[src/rtl/rr_refresh_pkg.sv]
`timescale 1ns/1ps
package rr_refresh_pkg;
  // Number of short-retention bins backed by a filter (fast, middle).
  localparam int NUM_FLT = 2;
  // Sweep counter width: the slowest bin is refreshed every 2**IVL_W sweeps.
  localparam int IVL_W   = 2;

  typedef enum logic [1:0] {
    BIN_FAST = 2'd0,
    BIN_MID  = 2'd1,
    BIN_SLOW = 2'd2
  } rbin_e;

  // Fast bin wins over middle bin, which wins over the default bin.
  function automatic rbin_e pick_bin(input logic fast_hit, input logic mid_hit);
    if (fast_hit)     return BIN_FAST;
    else if (mid_hit) return BIN_MID;
    else              return BIN_SLOW;
  endfunction

  function automatic logic bin_due(input rbin_e b, input logic [IVL_W-1:0] ivl);
    case (b)
      BIN_FAST: return 1'b1;
      BIN_MID:  return ~ivl[0];
      default:  return (ivl == '0);
    endcase
  endfunction
endpackage

[src/rtl/rr_row_hash.sv]
`timescale 1ns/1ps
// Produces K filter indices from one row address: rotate by j, then XOR-fold.
module rr_row_hash #(
  parameter int ROW_W = 6,
  parameter int IDX_W = 5,
  parameter int K     = 3
) (
  input  logic [ROW_W-1:0]          key,
  output logic [K-1:0][IDX_W-1:0]   idx
);
  for (genvar j = 0; j < K; j++) begin : g_hash
    localparam int SH = j % ROW_W;
    logic [ROW_W-1:0] rot;
    assign rot = (key << SH) | (key >> (ROW_W - SH));
    always_comb begin
      idx[j] = '0;
      for (int b = 0; b < ROW_W; b++) begin
        idx[j][b % IDX_W] = idx[j][b % IDX_W] ^ rot[b];
      end
    end
  end
endmodule

[src/rtl/rr_bloom_bank.sv]
`timescale 1ns/1ps
// One Bloom filter: K-bit set on insert, K-bit AND on lookup, whole-array clear.
module rr_bloom_bank #(
  parameter int IDX_W = 5,
  parameter int K     = 3
) (
  input  logic                    clk,
  input  logic                    rst,
  input  logic                    clr,
  input  logic                    wr,
  input  logic [K-1:0][IDX_W-1:0] idx,
  output logic                    hit
);
  localparam int DEPTH = 1 << IDX_W;

  logic [DEPTH-1:0] bits_q;

  always_ff @(posedge clk) begin
    if (rst || clr) begin
      bits_q <= '0;
    end else if (wr) begin
      for (int j = 0; j < K; j++) begin
        bits_q[idx[j]] <= 1'b1;
      end
    end
  end

  always_comb begin
    hit = 1'b1;
    for (int j = 0; j < K; j++) begin
      hit = hit & bits_q[idx[j]];
    end
  end
endmodule

[src/rtl/rr_row_sweep.sv]
`timescale 1ns/1ps
// Row pointer, sweep counter, skip/issue decision, request register, skip counter.
module rr_row_sweep
  import rr_refresh_pkg::*;
#(
  parameter int ROW_W  = 6,
  parameter int SKIP_W = 16
) (
  input  logic              clk,
  input  logic              rst,
  input  logic              enable,
  input  logic              fast_hit,
  input  logic              mid_hit,
  input  logic              req_ready,
  output logic [ROW_W-1:0]  cur_row,
  output logic              req_valid,
  output logic [ROW_W-1:0]  req_row,
  output logic [SKIP_W-1:0] skip_count
);
  localparam logic [ROW_W-1:0]  ROW_LAST = '1;
  localparam logic [SKIP_W-1:0] SKIP_MAX = '1;

  logic [IVL_W-1:0] ivl_q;
  rbin_e            bin;
  logic             due;
  logic             eval;
  logic             accept;
  logic             advance;

  assign bin     = pick_bin(fast_hit, mid_hit);
  assign due     = bin_due(bin, ivl_q);
  assign eval    = enable & ~req_valid;
  assign accept  = req_valid & req_ready;
  assign advance = (eval & ~due) | accept;

  always_ff @(posedge clk) begin
    if (rst) begin
      cur_row    <= '0;
      ivl_q      <= '0;
      req_valid  <= 1'b0;
      req_row    <= '0;
      skip_count <= '0;
    end else begin
      if (advance) begin
        cur_row <= cur_row + 1'b1;
        if (cur_row == ROW_LAST) ivl_q <= ivl_q + 1'b1;
      end
      if (eval && due) begin
        req_valid <= 1'b1;
        req_row   <= cur_row;
      end else if (accept) begin
        req_valid <= 1'b0;
      end
      if (eval && !due && skip_count != SKIP_MAX) begin
        skip_count <= skip_count + 1'b1;
      end
    end
  end
endmodule

[src/rtl/rr_refresh_sched.sv]
`timescale 1ns/1ps
module rr_refresh_sched
  import rr_refresh_pkg::*;
#(
  parameter int ROW_W  = 6,
  parameter int IDX_W  = 5,
  parameter int K      = 3,
  parameter int SKIP_W = 16
) (
  input  logic              clk,
  input  logic              rst,
  input  logic              sched_en,
  input  logic              flt_clear,
  input  logic              ins_valid,
  input  logic              ins_bin,
  input  logic [ROW_W-1:0]  ins_row,
  input  logic              req_ready,
  output logic              req_valid,
  output logic [ROW_W-1:0]  req_row,
  output logic [SKIP_W-1:0] skip_count
);
  logic [ROW_W-1:0]        cur_row;
  logic [ROW_W-1:0]        key;
  logic [K-1:0][IDX_W-1:0] idx;
  logic [NUM_FLT-1:0]      flt_hit;
  logic                    fast_hit;
  logic                    mid_hit;
  logic                    ins_fire;
  logic                    clr_fire;

  // One hash unit serves both phases: insert row while idle, sweep row while running.
  assign key      = sched_en ? cur_row : ins_row;
  assign ins_fire = ins_valid & ~sched_en;
  assign clr_fire = flt_clear & ~sched_en;

  rr_row_hash #(.ROW_W(ROW_W), .IDX_W(IDX_W), .K(K)) hash_i (
    .key (key),
    .idx (idx)
  );

  for (genvar b = 0; b < NUM_FLT; b++) begin : g_flt
    logic sel;
    assign sel = (ins_bin == b[0]);
    rr_bloom_bank #(.IDX_W(IDX_W), .K(K)) bank_i (
      .clk (clk),
      .rst (rst),
      .clr (clr_fire),
      .wr  (ins_fire & sel),
      .idx (idx),
      .hit (flt_hit[b])
    );
  end

  assign fast_hit = flt_hit[0];
  assign mid_hit  = flt_hit[1];

  rr_row_sweep #(.ROW_W(ROW_W), .SKIP_W(SKIP_W)) sweep_i (
    .clk        (clk),
    .rst        (rst),
    .enable     (sched_en),
    .fast_hit   (fast_hit),
    .mid_hit    (mid_hit),
    .req_ready  (req_ready),
    .cur_row    (cur_row),
    .req_valid  (req_valid),
    .req_row    (req_row),
    .skip_count (skip_count)
  );
endmodule

[config.mk]
export PLATFORM = sky130hd
export DESIGN_NAME = rr_refresh_sched
export DESIGN_NICKNAME = d
export VERILOG_FILES = /design/src/rtl/rr_refresh_pkg.sv /design/src/rtl/rr_row_hash.sv /design/src/rtl/rr_bloom_bank.sv /design/src/rtl/rr_row_sweep.sv /design/src/rtl/rr_refresh_sched.sv
export SDC_FILE = /design/constraint.sdc
export NUM_CORES = 1
export LEC_CHECK = 0
export ABC_AREA = 1
export ABC_CLOCK_PERIOD_IN_PS = 2600
export BUFFER_PORTS_ARGS = -buffer_cell sky130_fd_sc_hd__buf_4
export CELL_PAD_IN_SITES_DETAIL_PLACEMENT = 1
export CELL_PAD_IN_SITES_GLOBAL_PLACEMENT = 1
export CORE_MARGIN = 5
export CORE_UTILIZATION = 39
export DETAILED_ROUTE_END_ITERATION = 12
export PLACE_DENSITY = 0.75
export SLEW_MARGIN = 10
export SYNTH_ARGS = -nofsm -noshare
export SYNTH_HDL_FRONTEND = slang
export SYNTH_SLANG_ARGS = --single-unit
[constraint.sdc]
create_clock -name clk -period 2.6 [get_ports clk]
set_clock_uncertainty 0.15 [all_clocks]
set_input_delay 0.13 -clock clk [delete_from_list [all_inputs] [get_ports clk]]
set_output_delay 0.13 -clock clk [all_outputs]
set_load 0.05 [all_outputs]
# Yosys cells after proc, flatten, opt, wreduce, memory -nomap -nowiden
# Cells that the tools add are included.
[word_totals]
reg_bits = 95
latch_bits = 0
ram_bits = 0
romBits = 0
inputBits = 13
out_inout_bits = 23
elab_cells = 83
memories = 0
[classes]
n_addsub = 3
mul = 0
n_div = 0
order_cmp = 6
eq_ne = 3
shifts = 0
muxes = 24
bitwise = 28
n_reduce_logical = 12
[ops]
columns = ["op", "count"]
rows = [
  ["$or A32 B32 Y32", 6],
  ["$bmux W1 S5", 6],
  ["$lt A5 B6 Y1 const B", 3],
  ["$add A16 B1 Y16 const B", 1],
  ["$ne A16 B16 Y1 const B", 1],
  ["$demux W1 S5", 3],
  ["$ge A5 B1 Y1 const B", 3],
  ["$and A1 B1 Y1", 11],
  ["$mux W1", 11],
  ["$add A6 B1 Y6 const B", 1],
  ["$eq A6 B6 Y1 const B", 1],
  ["$logic_and A1 B1 Y1", 6],
  ["$mux W6", 1],
  ["$or A6 B1 Y6", 1],
  ["$or A6 B2 Y6", 1],
  ["$not A1 Y1", 5],
  ["$logic_not A2 Y1", 2],
  ["$mux W2", 2],
  ["$xor A1 B1 Y1", 3],
  ["$add A2 B1 Y2 const B", 1],
  ["$eq A2 B1 Y1 const B", 1],
  ["$pmux W1 S2", 1],
  ["$reduce_and A2 Y1", 1],
  ["$reduce_bool A2 Y1", 1],
  ["3 further kinds", 3],
]

# Logic depth before layout (Yosys ltp)
[depth]
word_depth = 15
depth_mapped = 23
depth_no_buf = 22

# Cells and area by module
# A second synthesis with hierarchy kept.
[unflattened]
hier_cells = 1391
hier_area_um2 = 7384.6
[by_module_without_submodules]
columns = ["module", "n_inst", "cells_each", "area_per_inst_um2", "seq_area_each_um2"]
rows = [
  ["rr_bloom_bank", 2, 547, 2742.6, 640.6],
  ["rr_row_sweep", 1, 246, 1652.8, 620.6],
  ["rr_row_hash", 1, 25, 138.9, 0.0],
  ["rr_refresh_sched", 1, 26, 107.6, 0.0],
]

# Worst setup path before layout
# OpenSTA, ideal clock, no wires.
[synth_timing]
kind = "register -> register"
start = "register sweep_i.cur_row[3]"
end = "register sweep_i.skip_count[6]"
setup_ps = 132
t_arrival_ps = 2523
t_required_ps = 2318
path_slack_ps = -205
path_stages_with_launch = 22
n_path_buf = 2
period_less_slack_ps = 2805
cell_sequence = "dfxtp_1 -> inv_1 -> nand2_1 -> o21ai_2 -> ha_1 -> inv_1 -> nor2_1 -> buf_2 -> a22oi_1 -> nand2_1 -> nand2_1 -> nand2_1 -> inv_1 -> nand2_1 -> nor2_1 -> nand4_1 -> nand2_1 -> nor2_4 -> nand3_4 -> buf_6 -> nand2_1 -> a21oi_1"
[synth_via]
elab_chain_cells = 13
elab_cells_between_ends = 28
cone_classes = "1 x eq/ne; 16 x mux; 7 x bitwise; 4 x reduce/logical"
[synth_rtl]
columns = ["item", "line", "rtl"]
rows = [
  ["start, declared", "rr_row_sweep.sv:15", "output logic [ROW_W-1:0] cur_row,"],
  ["start signal, assigned", "rr_row_sweep.sv:45", "cur_row <= cur_row + 1'b1;"],
  ["$mux W6 (*)", "rr_refresh_sched.sv:32", "assign key = sched_en ? cur_row : ins_row;"],
  ["$or A6 B1 Y6 / $or A6 B2 Y6 (equally long branches)", "rr_row_hash.sv:14", "assign rot = (key << SH) | (key >> (ROW_W - SH));"],
  ["$bmux W1 S5 / $xor A1 B1 Y1 (equally long branches)", "rr_bloom_bank.sv:31, rr_row_hash.sv:18", ""],
  ["$mux W1 (implied by the code) / $bmux W1 S5 (equally long branches)", "rr_bloom_bank.sv:31", "hit = hit & bits_q[idx[j]];"],
  ["$and A1 B1 Y1 / $mux W1 (equally long branches)", "rr_bloom_bank.sv:31", ""],
  ["$and A1 B1 Y1", "rr_bloom_bank.sv:31", ""],
  ["$mux W2", "rr_refresh_pkg.sv:17", "else if (mid_hit) return BIN_MID;"],
  ["$mux W2 (*)", "rr_refresh_pkg.sv:16", "if (fast_hit) return BIN_FAST;"],
  ["$eq A2 B1 Y1 / $logic_not A2 Y1 (equally long branches)", "rr_refresh_pkg.sv:22", "case (b)"],
  ["$pmux W1 S2 (*)", "rr_refresh_pkg.sv:22", ""],
  ["$logic_not A1 Y1 (*)", "rr_row_sweep.sv:54", "if (eval && !due && skip_count != SKIP_MAX) begin"],
  ["$logic_and A1 B1 Y1 (*) (2 in series)", "rr_row_sweep.sv:54", ""],
  ["end signal, assigned", "rr_row_sweep.sv:55", "skip_count <= skip_count + 1'b1;"],
  ["end, declared", "rr_row_sweep.sv:18", "output logic [SKIP_W-1:0] skip_count"],
]
# Every way passes the cells marked *; elsewhere a longest branch is shown, timed or not. The select of a mux whose other input is x is not followed.
# A chain may end at the register's enable or synchronous reset.

# Worst setup path after layout
[layout_timing]
start = "register sweep_i.cur_row[5]"
end = "register sweep_i.skip_count[2]"
[layout_via]
elab_chain_cells = 14
elab_cells_between_ends = 29
cone_classes = "1 x eq/ne; 16 x mux; 8 x bitwise; 4 x reduce/logical"
[layout_rtl]
columns = ["item", "line", "rtl"]
rows = [
  ["$mux W6 (*)", "rr_refresh_sched.sv:32", ""],
  ["$or A6 B1 Y6", "rr_row_hash.sv:14", ""],
  ["$xor A1 B1 Y1", "rr_row_hash.sv:18", "idx[j][b % IDX_W] = idx[j][b % IDX_W] ^ rot[b];"],
  ["$bmux W1 S5", "rr_bloom_bank.sv:31", ""],
  ["$mux W1 (implied by the code)", "rr_bloom_bank.sv:31", ""],
  ["$and A1 B1 Y1 (2 in series)", "rr_bloom_bank.sv:31", ""],
  ["$mux W2", "rr_refresh_pkg.sv:17", ""],
  ["$mux W2 (*)", "rr_refresh_pkg.sv:16", ""],
  ["$eq A2 B1 Y1 / $logic_not A2 Y1 (equally long branches)", "rr_refresh_pkg.sv:22", ""],
  ["$pmux W1 S2 (*)", "rr_refresh_pkg.sv:22", ""],
  ["$logic_not A1 Y1 (*)", "rr_row_sweep.sv:54", ""],
  ["$logic_and A1 B1 Y1 (*) (2 in series)", "rr_row_sweep.sv:54", ""],
]
# Marked as above.

==> results.ini <==
[synth]
netlist.area_leader.share_pct=28.8
synthTopCellsByCount=nand2_1, nor2_1, a21oi_1, inv_1, dfxtp_1
ys_top_cells_by_area=dfxtp_1, nand2_1, a21oi_1
synth.avg_cell_area_um2=5.84
synth_most_common_cell=nand2_1
ys_types=34
yosysWarningCount=0
ys_async_sr_fraction_pct=0
netlist_area_um2=6600
synth_edf_count=0
ys_seq_area_share_pct=28.8
syn-num-nets=1150
ys_ff_latch=95
synthCells=1130
synthFlopType=dfxtp_1
synth_top_cell_by_area=dfxtp_1

[clocking]
numCtsBuffers=9
cts-root-buf=clkbuf_16
clk_latency_ns=0.37
clockBufferDepth=2
h-tree-depth=3
path_clk_slew_ns=0.07
clock-sinks=95
cts_tree=built

[setup_path]
cp_common_cell=nand2_1
crit_fanout=8
start_kind=flip-flop
critical_path_class=flip-flop to flip-flop
path_cells=nand2_1 > nand2_2 > nand2_1 > nand2_8 > buf_6 > nand2_1 > nand2_1 > nand2_1 > nand2_1 > nand2_1 > nand2_1 > nor2_2 > nand2_1 > nand2_2 > nand3_1 > nand2_2 > inv_2 > nor2_4 > nand3_4 > buf_12 > nand2_2 > a21oi_1
crit_arrival_ns=3.26
cp_slowest_cell=dfxtp_4
worstSetupEndpointType=flip-flop
required_ns=2.69
cpPeakStageDelay_ns=0.37

[finish]
drive_gt1_share_pct=25.9
multi_input_area_um2=4450
num-fill-cells=2271
fin_util_pct=54.2
regArea_um2=1910
antenna_cells=0
fin_nets=1297
area_growth_pct=36.3
finish.instance_area_um2=8990
fin_cells=1502

[floorplan]
coreArea_um2=16600
die_area_um2=19600
core.rowCount=47
fp.dieH_um=140
start_util_pct=39.8
ios=36
die_width_um=140

[route]
wl_met3_mm=2.08
drt-total-wl_mm=30.9
antenna_left=0
dr.pass1.iters=5
drt-wirelength-per-cell_um=20.6
top_layer_used=met4
wl_met1_mm=13.4
vias_per_cell=5.60
drt-initial-drc-count=654
dr_wl_met2_mm=14.1
route.vias.total=8405
route.detailed.drc=0

[placed_design]
portBuffers=35
dp.cells=1469
dpl.hpwl_mm=20.8
gp_congestion=0.982
placed_area_um2=8020

[sta]
period_needed_ns=3.16
worst_slack_ns=-0.562
setup_viol=31
slew_headroom_pct=42.0
rsz0062_at_grt=true
timing.final.hold_violations=0
fmax_ghz=0.316
tightest_slew_ns=0.864
fin_hold_ws_ns=0.214
drv_slew=0
fin_crit_sh_pct=122

[grt]
grt_overflow_total=0
groute.usage.overall_pct=29.0
grt_pass1_wl_mm=45.2
grt_max_degree=41
grt_pass1_vias=8292
grt_antenna_before_repair=0

[worst_hold_path]
hold_class=input port to flip-flop

[pwr]
share_seq_of_total_power_pct=33.5
p_int_uw=2900
p_leak_uw=0.00390
p_per_area_nw_per_um2=499
irDropWorstVdd_v=0.000304
switchingPower_uw=1590
pwr-share-comb_pct=33.7
clkPwrFrac_pct=32.8
switching_share_pct=35.4
power_uw=4490

[status]
failed_checks=negative setup slack
status=complete, but fails checks

[job]
maxCapViolations=0

-- metrics by stage --
stage	setup slack (ns)	TNS [ns]
after floorplan	0.00240	0
after global placement	-0.394	-10.70
after detailed placement	-0.431	-12.03
after CTS	-0.175	-4.27
after global routing	-0.651	-18.14
final	-0.562	-15.36
-- timing repair --
item	in CTS	in global routing
resized for setup	72	58
hold endpoints to repair	19	0
pin swaps	20	38
gates cloned	1	2
buffers inserted	8	6
hold buffers	1	0
setup endpoints to repair	31	31
-- layout make-up --
type                            count  share of cell area [%]
Multi-Input combinational cell    877                    49.5
Clock inverter                      5                   0.918
Tap cell                          220                    3.06
Inverter                          112                    4.84
Sequential cell                    95                    21.2
Clock buffer                       11                    2.59
Timing Repair Buffer              182                    17.9
-- critical path, delay by kind of cell (launching register included) --
| family | cells | cell delay (ns) |
|---|---|---|
| AO/OA/AOI/OAI | 1 | 0.05 |
| buffers and inverters | 3 | 0.41 |
| flip-flops | 1 | 0.37 |
| AND/OR/NAND/NOR | 18 | 2.03 |
-- placed cells by master, fill, tap and decap left out, types with 12 or more instances in the layout --
cell type,instances
xor2_1,13
nor2_2,21
a21oi_1,91
buf_4,153
inv_1,95
nand2_4,14
nand3_1,59
nand2_2,27
nor2_1,102
inv_2,12
buf_6,15
dfxtp_1,92
nand2_1,425
a22oi_2,21
o21ai_1,13
nand4_1,17
-- final timing paths --
check / start / endpoint / slack, ns / cells past startpoint
max: sweep_i.cur_row[5]$_SDFFE_PP0P_ / sweep_i.skip_count[2]$_SDFFE_PP0P_ / -0.56 / 22
min: ins_bin / g_flt[0].bank_i.bits_q[8]$_SDFFE_PP0P_ / 0.21 / 5
max reg2reg: sweep_i.cur_row[5]$_SDFFE_PP0P_ / sweep_i.skip_count[2]$_SDFFE_PP0P_ / -0.56 / 22
min reg2reg: sweep_i.req_row[3]$_SDFFE_PP0P_ / sweep_i.req_row[3]$_SDFFE_PP0P_ / 0.34 / 2
-- cells by family (layout without fill, tap and decap cells) --
family / after synthesis / count (layout) / share of synthesized area [%]
simple gates: 693 / 693 / 43.6
compound gates: 161 / 161 / 13.8
fa+ha+maj: 7 / 7 / 1.33
xor+xnor: 16 / 16 / 2.12
flops: 95 / 95 / 28.8
buf+inv: 158 / 310 / 10.4
-- layer usage --
layer	up-vias	GRT usage [%]
met5	-	0
met4	0	10.8
met3	116	3.89
met2	309	46.4
met1	4106	39.9
li1	3874	-
-- sequential cells by signal, indices dropped and copies added, names as in the netlist --
signal and flops:
g_flt.bank_i.bits_q 64, sweep_i.skip_count 16, sweep_i.cur_row 6, sweep_i.req_row 6, sweep_i.ivl_q 2, sweep_i.req_valid 1
-- power groups by stage --
stage               registers [uW]  clock network (uW)  logic, uW
finish                        1500                1470       1510
global route                  1500                1550       1590
CTS                           1500                1480       1370
detailed placement            1530                   0       1230
global placement              1530                   0       1210
floorplan                     1580                   0        671
Note: power is estimated with default switching activity, not from simulation.
